$ cat config.mk
export PLATFORM = sky130hd
export DESIGN_NAME = usb_rx_ep_ctrl
export DESIGN_NICKNAME = d
export VERILOG_FILES = /design/src/rtl/usb_rx_ep_pkg.sv /design/src/rtl/rxep_regs.sv /design/src/rtl/rxep_bufs.sv /design/src/rtl/usb_rx_ep_ctrl.sv
export SDC_FILE = /design/constraint.sdc
export NUM_CORES = 1
export LEC_CHECK = 0
export BUFFER_PORTS_ARGS = -buffer_cell sky130_fd_sc_hd__buf_2
export CELL_PAD_IN_SITES_DETAIL_PLACEMENT = 1
export CELL_PAD_IN_SITES_GLOBAL_PLACEMENT = 2
export CORE_MARGIN = 3
export CORE_UTILIZATION = 50
export DETAILED_ROUTE_END_ITERATION = 10
export PLACE_DENSITY = 0.8
export SYNTH_ARGS = -nofsm -noshare
export SYNTH_HDL_FRONTEND = slang
export SYNTH_SLANG_ARGS = --single-unit
$ cat constraint.sdc
create_clock -name clk -period 3.45 [get_ports clk]
set_input_delay 0.69 -clock clk [delete_from_list [all_inputs] [get_ports clk]]
set_output_delay 0.69 -clock clk [all_outputs]
set_load 0.02 [all_outputs]
$ cat src/rtl/usb_rx_ep_pkg.sv
package usb_rx_ep_pkg;

  typedef enum logic [1:0] {
    HS_ACK   = 2'd0,
    HS_NAK   = 2'd1,
    HS_STALL = 2'd2
  } hs_e;

  // ctl register bit positions
  localparam int unsigned C_RDY    = 0;
  localparam int unsigned C_FULL   = 1;
  localparam int unsigned C_DERR   = 2;
  localparam int unsigned C_OVR    = 3;
  localparam int unsigned C_SSENT  = 4;
  localparam int unsigned C_STALL  = 5;
  localparam int unsigned C_FLUSH  = 6;
  localparam int unsigned C_TCLR   = 7;

  // cfg register bit positions
  localparam int unsigned G_ISO    = 0;
  localparam int unsigned G_DBL    = 1;
  localparam int unsigned G_ACLR   = 2;

endpackage

$ cat src/rtl/rxep_regs.sv
module rxep_regs
  import usb_rx_ep_pkg::*;
(
  input  logic       clk,
  input  logic       rst_n,
  input  logic       wr_ctl,
  input  logic       wr_cfg,
  input  logic [7:0] wdata,
  input  logic       set_ovr,
  input  logic       set_ssent,
  input  logic       tog_flip,
  output logic       stall_req,
  output logic       ovr,
  output logic       ssent,
  output logic       iso,
  output logic       dbl,
  output logic       aclr,
  output logic       tog_exp,
  output logic       drop_req
);

  logic stall_q, stall_d;
  logic ovr_q, ovr_d;
  logic ssent_q, ssent_d;
  logic iso_q, iso_d;
  logic dbl_q, dbl_d;
  logic aclr_q, aclr_d;
  logic tog_q, tog_d;

  always_comb begin
    stall_d = stall_q;
    iso_d   = iso_q;
    dbl_d   = dbl_q;
    aclr_d  = aclr_q;
    if (wr_ctl) stall_d = wdata[C_STALL];
    if (wr_cfg) begin
      iso_d  = wdata[G_ISO];
      dbl_d  = wdata[G_DBL];
      aclr_d = wdata[G_ACLR];
    end
    ovr_d   = set_ovr   | (ovr_q   & ~(wr_ctl & wdata[C_OVR]));
    ssent_d = set_ssent | (ssent_q & ~(wr_ctl & wdata[C_SSENT]));
    if (wr_ctl && wdata[C_TCLR]) tog_d = 1'b0;
    else if (tog_flip)           tog_d = ~tog_q;
    else                         tog_d = tog_q;
  end

  always_ff @(posedge clk or negedge rst_n) begin
    if (!rst_n) begin
      stall_q <= 1'b0;
      ovr_q   <= 1'b0;
      ssent_q <= 1'b0;
      iso_q   <= 1'b0;
      dbl_q   <= 1'b0;
      aclr_q  <= 1'b0;
      tog_q   <= 1'b0;
    end else begin
      stall_q <= stall_d;
      ovr_q   <= ovr_d;
      ssent_q <= ssent_d;
      iso_q   <= iso_d;
      dbl_q   <= dbl_d;
      aclr_q  <= aclr_d;
      tog_q   <= tog_d;
    end
  end

  assign stall_req = stall_q;
  assign ovr       = ovr_q;
  assign ssent     = ssent_q;
  assign iso       = iso_q;
  assign dbl       = dbl_q;
  assign aclr      = aclr_q;
  assign tog_exp   = tog_q;
  assign drop_req  = wr_ctl & (wdata[C_FLUSH] | wdata[C_RDY]);


  stall_hold_chk: assert property (@(posedge clk) disable iff (!rst_n)
    !$past(wr_ctl) |-> $stable(stall_req));


  tog_reset_chk: assert property (@(posedge clk) disable iff (!rst_n)
    $past(wr_ctl && wdata[C_TCLR]) |-> !tog_exp);

endmodule

$ cat src/rtl/rxep_bufs.sv
module rxep_bufs #(
  parameter int unsigned MAXP = 64,
  localparam int unsigned LW  = $clog2(MAXP + 1),
  localparam int unsigned IW  = $clog2(MAXP),
  localparam int unsigned SLOTS = 2
) (
  input  logic          clk,
  input  logic          rst_n,
  input  logic          pkt_start,
  input  logic          byte_we,
  input  logic [7:0]    byte_d,
  input  logic          commit,
  input  logic          commit_err,
  input  logic          drop,
  input  logic          dbl_en,
  input  logic          rd_pop,
  output logic [1:0]    cnt,
  output logic          room,
  output logic [LW-1:0] head_len,
  output logic          head_err,
  output logic [7:0]    rd_data,
  output logic          pop_last
);

  localparam logic [LW-1:0] CAP = LW'(MAXP);
  localparam logic [LW-1:0] ONE = LW'(1);

  logic [7:0]    mem [SLOTS*MAXP];
  logic [LW-1:0] len_q [SLOTS];
  logic [SLOTS-1:0] err_q;
  logic          head_q, head_d;
  logic [1:0]    cnt_q, cnt_d;
  logic [LW-1:0] wr_idx_q, wr_idx_d;
  logic [LW-1:0] rd_idx_q, rd_idx_d;
  logic          wslot;
  logic          have;
  logic          pop_ok;
  logic          wr_ok;

  assign have   = (cnt_q != 2'd0);
  assign room   = (cnt_q < (dbl_en ? 2'd2 : 2'd1));
  assign wslot  = head_q ^ have;
  assign wr_ok  = byte_we && room && (wr_idx_q < CAP);
  assign pop_ok = rd_pop && have && (rd_idx_q < len_q[head_q]);

  always_comb begin
    wr_idx_d = wr_idx_q;
    if (pkt_start)  wr_idx_d = '0;
    else if (wr_ok) wr_idx_d = wr_idx_q + ONE;

    head_d   = head_q;
    cnt_d    = cnt_q;
    rd_idx_d = rd_idx_q;
    if (pop_ok) rd_idx_d = rd_idx_q + ONE;
    if (drop && have) begin
      head_d   = ~head_q;
      rd_idx_d = '0;
      cnt_d    = commit ? cnt_q : cnt_q - 2'd1;
    end else if (commit) begin
      cnt_d = cnt_q + 2'd1;
    end
  end

  always_ff @(posedge clk or negedge rst_n) begin
    if (!rst_n) begin
      head_q   <= 1'b0;
      cnt_q    <= 2'd0;
      wr_idx_q <= '0;
      rd_idx_q <= '0;
    end else begin
      head_q   <= head_d;
      cnt_q    <= cnt_d;
      wr_idx_q <= wr_idx_d;
      rd_idx_q <= rd_idx_d;
    end
  end

  generate
    for (genvar s = 0; s < SLOTS; s++) begin : g_slot
      always_ff @(posedge clk or negedge rst_n) begin
        if (!rst_n) begin
          len_q[s] <= '0;
          err_q[s] <= 1'b0;
        end else if (commit && (wslot == 1'(s))) begin
          len_q[s] <= wr_idx_q;
          err_q[s] <= commit_err;
        end
      end
    end
  endgenerate

  always_ff @(posedge clk) begin
    if (wr_ok) mem[{wslot, wr_idx_q[IW-1:0]}] <= byte_d;
  end

  assign cnt      = cnt_q;
  assign head_len = len_q[head_q];
  assign head_err = err_q[head_q];
  assign rd_data  = mem[{head_q, rd_idx_q[IW-1:0]}];
  assign pop_last = pop_ok && ((rd_idx_q + ONE) == len_q[head_q]);


  cnt_cap_chk: assert property (@(posedge clk) disable iff (!rst_n)
    cnt_q <= 2'd2);


  cnt_step_chk: assert property (@(posedge clk) disable iff (!rst_n)
    (cnt_q != $past(cnt_q)) |->
      ((cnt_q == $past(cnt_q) + 2'd1) || (cnt_q + 2'd1 == $past(cnt_q))));


  rd_bound_chk: assert property (@(posedge clk) disable iff (!rst_n)
    have |-> (rd_idx_q <= len_q[head_q]));

endmodule

$ cat src/rtl/usb_rx_ep_ctrl.sv
module usb_rx_ep_ctrl
  import usb_rx_ep_pkg::*;
#(
  parameter int unsigned MAXP = 64,
  localparam int unsigned LW  = $clog2(MAXP + 1)
) (
  input  logic          clk,
  input  logic          rst_n,
  input  logic          tok_out,
  input  logic          rx_byte_vld,
  input  logic [7:0]    rx_byte,
  input  logic          rx_pkt_end,
  input  logic          rx_pid_odd,
  input  logic          rx_bad,
  output logic          hs_vld,
  output logic [1:0]    hs_code,
  input  logic [LW-1:0] max_pkt,
  input  logic          csr_wr,
  input  logic          csr_sel,
  input  logic [7:0]    csr_wdata,
  output logic [7:0]    csr_ctl,
  output logic [7:0]    csr_cfg,
  input  logic          fifo_rd,
  output logic [7:0]    fifo_rdata,
  output logic [LW-1:0] fifo_len,
  input  logic          irq_en,
  output logic          irq
);

  logic          armed_q, armed_d;
  logic          hs_vld_q, hs_vld_d;
  hs_e           hs_code_q, hs_code_d;
  logic          stall_req, ovr, ssent, iso, dbl, aclr, tog_exp, drop_req;
  logic          set_ovr, set_ssent, tog_flip;
  logic          commit, drop;
  logic [1:0]    cnt;
  logic          room, head_err, pop_last, rdy;
  logic [LW-1:0] head_len;
  logic          judge;

  rxep_regs u_regs (
    .clk       (clk),
    .rst_n     (rst_n),
    .wr_ctl    (csr_wr & ~csr_sel),
    .wr_cfg    (csr_wr & csr_sel),
    .wdata     (csr_wdata),
    .set_ovr   (set_ovr),
    .set_ssent (set_ssent),
    .tog_flip  (tog_flip),
    .stall_req (stall_req),
    .ovr       (ovr),
    .ssent     (ssent),
    .iso       (iso),
    .dbl       (dbl),
    .aclr      (aclr),
    .tog_exp   (tog_exp),
    .drop_req  (drop_req)
  );

  rxep_bufs #(.MAXP(MAXP)) u_bufs (
    .clk        (clk),
    .rst_n      (rst_n),
    .pkt_start  (tok_out),
    .byte_we    (rx_byte_vld & armed_q),
    .byte_d     (rx_byte),
    .commit     (commit),
    .commit_err (rx_bad),
    .drop       (drop),
    .dbl_en     (dbl),
    .rd_pop     (fifo_rd),
    .cnt        (cnt),
    .room       (room),
    .head_len   (head_len),
    .head_err   (head_err),
    .rd_data    (fifo_rdata),
    .pop_last   (pop_last)
  );

  assign judge = rx_pkt_end && armed_q;
  assign rdy   = (cnt != 2'd0);
  assign drop  = drop_req | (aclr && pop_last && (head_len == max_pkt));

  always_comb begin
    armed_d   = armed_q;
    if (tok_out)         armed_d = 1'b1;
    else if (rx_pkt_end) armed_d = 1'b0;

    hs_vld_d  = 1'b0;
    hs_code_d = HS_ACK;
    commit    = 1'b0;
    set_ovr   = 1'b0;
    set_ssent = 1'b0;
    tog_flip  = 1'b0;
    if (judge) begin
      if (iso) begin
        if (room) commit  = 1'b1;
        else      set_ovr = 1'b1;
      end else if (!rx_bad) begin
        hs_vld_d = 1'b1;
        if (stall_req) begin
          hs_code_d = HS_STALL;
          set_ssent = 1'b1;
        end else if (!room) begin
          hs_code_d = HS_NAK;
        end else if (rx_pid_odd == tog_exp) begin
          commit   = 1'b1;
          tog_flip = 1'b1;
        end
      end
    end
  end

  always_ff @(posedge clk or negedge rst_n) begin
    if (!rst_n) begin
      armed_q   <= 1'b0;
      hs_vld_q  <= 1'b0;
      hs_code_q <= HS_ACK;
    end else begin
      armed_q   <= armed_d;
      hs_vld_q  <= hs_vld_d;
      hs_code_q <= hs_code_d;
    end
  end

  assign hs_vld   = hs_vld_q;
  assign hs_code  = hs_code_q;
  assign fifo_len = rdy ? head_len : '0;
  assign irq      = irq_en & (rdy | ssent);

  always_comb begin
    csr_ctl          = 8'h00;
    csr_ctl[C_RDY]   = rdy;
    csr_ctl[C_FULL]  = ~room;
    csr_ctl[C_DERR]  = rdy & iso & head_err;
    csr_ctl[C_OVR]   = ovr;
    csr_ctl[C_SSENT] = ssent;
    csr_ctl[C_STALL] = stall_req;
    csr_cfg          = 8'h00;
    csr_cfg[G_ISO]   = iso;
    csr_cfg[G_DBL]   = dbl;
    csr_cfg[G_ACLR]  = aclr;
  end


  iso_quiet_chk: assert property (@(posedge clk) disable iff (!rst_n)
    (rx_pkt_end && armed_q && iso) |=> !hs_vld);


  stall_resp_chk: assert property (@(posedge clk) disable iff (!rst_n)
    (rx_pkt_end && armed_q && !iso && !rx_bad && stall_req) |=>
      (hs_vld && hs_code == 2'd2 && csr_ctl[C_SSENT]));


  nak_full_chk: assert property (@(posedge clk) disable iff (!rst_n)
    (hs_vld && hs_code == 2'd1) |-> $past(!room));


  err_quiet_chk: assert property (@(posedge clk) disable iff (!rst_n)
    (rx_pkt_end && rx_bad && !iso) |=> !hs_vld);


  unarmed_chk: assert property (@(posedge clk) disable iff (!rst_n)
    (rx_pkt_end && !armed_q && !tok_out) |=> !hs_vld);

endmodule

# ---- After elaboration in Yosys (flattened, before gate mapping)
# Memory sizes are Yosys's and may differ from the RTL's.
# Cells that the tools add are included.
dict set report classes {
  addsub 4
  magnitude_cmp 5
  n_eq_ne 4
  n_mux 44
  n_bitwise 25
  reduce_logical 19
}
# operator n
set ops {}
lappend ops {{2-to-1 mux 7 bit} 8}
lappend ops {{2-to-1 mux 1 bit} 28}
lappend ops {{2-to-1 mux 2 bit} 8}
lappend ops {{adder 7 x 1 -> 7 bit (second input constant)} 2}
lappend ops {{equality test 7 bit} 2}
lappend ops {{logical AND 1 bit} 12}
lappend ops {{nonzero test 2 bit} 6}
lappend ops {{bitwise AND 1 bit} 11}
lappend ops {{< comparator 7 bit} 1}
lappend ops {{< comparator 7 bit (second input constant)} 1}
lappend ops {{NOT 1 bit} 7}
lappend ops {{bitwise OR 1 bit} 5}
lappend ops {{adder 2 x 1 -> 2 bit (second input constant)} 1}
lappend ops {{greater-or-equal comparator 2 bit (second input constant)} 1}
lappend ops {{< comparator 1 x 2 -> 1 bit (second input constant)} 1}
lappend ops {{< comparator 2 bit} 1}
lappend ops {{inequality test 2 bit (second input constant)} 1}
lappend ops {{NOT 1 -> 2 bit} 1}
lappend ops {{AND reduction 2 bit} 1}
lappend ops {{subtractor 2 x 1 -> 2 bit (second input constant)} 1}
lappend ops {{equality test 1 bit} 1}
lappend ops {{XOR 1 bit} 1}
dict set report word_totals {
  regBits 44
  ramBits 1024
  in_bits 34
  elab_cells 120
  n_memories 1
}
# name depth word_bits rd rd_clocked_by_memory_dff wr line
set mem_list {}
lappend mem_list {u_bufs.mem 128 8 1 0 1 rxep_bufs.sv:28} ;# logic [7:0] mem [SLOTS*MAXP];

# ---- Logic depth before layout (Yosys ltp)
dict set report logic_depth {
  word_depth 13
  depth_mapped 13
  mapped_depth_nobuf 10
}

# ---- By module
# A second synthesis with hierarchy kept.
dict set report hier_totals {
  cells_unflattened 2231
  area_unflattened_um2 42887.4
}
# mod n_inst cells_per_inst area_per_inst_um2 seq_area_each_um2
set modules_own_cells {}
lappend modules_own_cells {rxep_bufs 1 2157 42149.2 31575.3}
lappend modules_own_cells {usb_rx_ep_ctrl 1 56 470.5 100.1}
lappend modules_own_cells {rxep_regs 1 18 267.8 175.2}

# ---- Worst setup path before layout
# Ideal clock, no wire load.
dict set report synth_timing {
  path_kind {flip-flop to output port}
  startpoint {reg u_bufs.rd_idx_q[1]}
  endpoint {out fifo_rdata[6]}
  arrival_ps 2320
  required_time_ps 2760
  path_slack_ps 440
  stages_incl_launch_ff 10
  path_buffers 4
  path_cell_list {dfrtp_1 buf_2 buf_2 buf_2 buf_1 mux4_2 mux2i_1 o211ai_1 a21oi_1 o31ai_1}
}
dict set report synth_between {
  elab_chain_cells 1
}
# item line
set synth_rtl {}
lappend synth_rtl {{start: declaration} rxep_bufs.sv:34} ;# logic [LW-1:0] rd_idx_q, rd_idx_d;
lappend synth_rtl {{start signal: assignment} rxep_bufs.sv:74} ;# rd_idx_q <= rd_idx_d;
lappend synth_rtl {{memory (128 x 8 bit)} -}
lappend synth_rtl {{end: declaration} usb_rx_ep_ctrl.sv:24} ;# output logic [7:0] fifo_rdata,
# No other way between the ends.

# ---- Worst setup path in the final report
dict set report layout_timing {
  startpoint {reg u_bufs.rd_idx_q[0]}
  endpoint {out fifo_rdata[5]}
}
# The elaborated chain is that of the path after synthesis.

==> flow_summary.ini <==
[outcome]
status = finished with violations
violations = setup timing

[routing]
drc = 0
routed_wl_um = 107000
routedWlPerCell_um = 30.9
via_count = 21400
drt_iter0_drc = 1998
via_per_inst = 6.18
drt_pass1_iterations = 5
postRouteAntennaNets = 0

[synthesis]
synth_area_leaders = edfxtp_1, mux4_2, dfrtp_1, nor2_1, mux2i_1
synthCells = 1971
ys_async_sr_fraction = 0.0412
ys_ff_latch = 1068
ys_seq_area_frac = 0.758
synth-warning-count = 0
synth.avg_cell_area_sq_um = 21.3
synth_top_area_frac = 0.731
yosysTopAreaCell = edfxtp_1
synth_edf_count = 1024
synth_top_flop_cell = edfxtp_1
synth_cell_types = 51
syn_area_sq_um = 42000

[clock_network]
clk_pin_slew_ns = 0.06
root_buffer = clkbuf_16
ctsHoldBuffers = 0
htreeDepth = 3
cts_tree = built
cts.sinks = 1068
clock_path_buffers = 3
numCtsBuffers = 106
insertion_delay_ns = 0.66

[floorplan]
die_area_sq_um = 87600
design.core.area_sq_um = 82600
die_x_um = 296
pin_count = 69
rows = 105
dieHeight_um = 296
start_util = 0.509

[critical_path]
critical_path_arrival_ns = 3.45
worstSetupStartpointType = register
crit_path_end_kind = output pin
r2r_cells = 6
crit_required_ns = 2.76
path_class = reg -> out
crit_fanout = 6

[place]
io_buffers = 61
gp_congestion = 0.839
dp_hpwl_um = 66300
dpl_cell_area_sq_um = 45300

[global_route]
grtUsageTotal = 0.247
grt_pass1_wl_um = 156000
grt.overflow.total = 0
antenna_found_initial = 0
grt_pass1_vias = 22600
grt_max_degree = 75

[sta]
period_needed_ns = 4.14
slew_headroom = 0.322
setup_violations = 8
hold_viol = 0
skew_ns = 0.0210
slew_viol_final = 0
period_share = 1.20
rsz0062_at_grt = yes
worst_pin_slew_ns = 1.02
max_freq_mhz = 242
worst_slack_ns = -0.689
whs_ns = 0.203

[finish]
fin_nets = 2358
utilization = 0.597
mostFrequentLayoutCells = edfxtp_1, mux4_2, buf_4
area_growth_pct = 17.4
layout-drive-gt1-share = 0.358
fillerInstances = 6884
diodes = 0
final_cell_area_sq_um = 49400
final_common_cell = edfxtp_1

[pwr]
p_leak_nw = 15.8
ir_drop_mv = 0.445
powerDensity_nw_per_um2 = 658

[run]
drv_cap = 0

[hold_path]
whs_path_depth = 2
holdCritPathClass = in -> reg
==> worst paths after layout <==
check	startpoint	slack, ns	to
max	u_bufs.rd_idx_q[0]	-0.69	fifo_rdata[5]
min	csr_wdata[7]	0.20	u_regs.tog_exp
max reg2reg	u_bufs.cnt[0]	0.18	u_bufs.mem[32][6]
min reg2reg	u_regs.stall_req	0.49	hs_code[0]
max in group asynchronous	rst_n	2.49	u_bufs.rd_idx_q[2]
min in group asynchronous	rst_n	0.21	hs_code[0]
==> flip-flops by register name (all words and copies together), names as in the netlist, 2 cells and up <==
name / count
u_bufs.rd_idx_q: 7
hs_code: 2
u_bufs.cnt: 2
u_bufs.len_q: 14
u_bufs.wr_idx_q: 7
u_bufs.mem: 1024
u_bufs.err_q: 2
==> where the power goes <==
group / internal (mW) / switching [mW] / total (mW)
Combinational: 3.49 / 3.68 / 7.17
Clock: 6.10 / 4.73 / 10.8
Sequential: 14.4 / 0.151 / 14.5
Total: 23.9 / 8.56 / 32.5
==> per-layer routing <==
layer / track usage / part of all wire / vias up
met3: 0.0365 / 0.062 / 175
met2: 0.416 / 0.51 / 823
met1: 0.338 / 0.40 / 11600
met4: 0.0742 / 0.031 / 0
li1: - / - / 8847
met5: 0 / 0 / -
==> stage by stage <==
stage               instances  total power [mW]  setup slack, ns  TNS [ns]
finish                   3467              32.5           -0.689     -5.12
global route             3467              33.6           -0.751     -5.76
CTS                      3430              32.3           -0.689     -5.22
detailed placement       3231              21.2           -0.147    -0.421
global placement         3231              21.1          -0.0840    -0.183
floorplan                1977              18.7            0.440         0
==> area by class of cell <==
class | count | area [sq um] | area share
clock buffer | 135 | 2850 | 0.0578
clock inverter | 56 | 370 | 0.00750
inverter | 8 | 30.0 | 0.000608
multi-input combinational | 778 | 9720 | 0.197
sequential | 1068 | 31900 | 0.645
tap | 1070 | 1340 | 0.0271
timing repair buffer | 352 | 3190 | 0.0646
==> cells by family after synthesis <==
family / count (synthesis) / synth area share
AOI/OAI and AO/OA: 127 / 0.0206
adders and majority gates: 10 / 0.00298
buffers and inverters: 131 / 0.0164
muxes: 350 / 0.171
other: 1 / 0.0000892
xor gates and xnor gates: 25 / 0.00539
DFF: 1068 / 0.758
and+or+nand+nor: 259 / 0.0264
==> critical path, stage by stage, from the launching register on <==
cell       delay, ns
dfrtp_4         0.55
buf_6           0.16
clkbuf_16       0.16
buf_4           0.14
mux4_2          0.48
mux4_2          0.55
a21oi_2         0.14
nor3_1          0.07
buf_4           0.18
a21o_1          0.19
buf_6           0.14
==> what timing repair did <==
| item | 4_1_cts | 5_1_grt |
|---|---|---|
| buffers inserted | 5 | 36 |
| gates cloned | 3 | 3 |
| pin swaps | 5 | 12 |
| gates resized for setup | 42 | 49 |
| setup endpoints to repair | 8 | 11 |
==> cell usage after synthesis, types with 19 or more instances <==
| library cell | n |
|---|---|
| clkbuf_1 | 48 |
| a21oi_1 | 36 |
| mux2_2 | 22 |
| dfrtp_1 | 44 |
| mux2i_1 | 36 |
| nor2_1 | 167 |
| nand2_1 | 27 |
| mux4_2 | 289 |
| o21ai_0 | 19 |
| buf_4 | 23 |
| edfxtp_1 | 1024 |
| buf_2 | 29 |
Note: power is estimated with default switching activity, not from simulation.
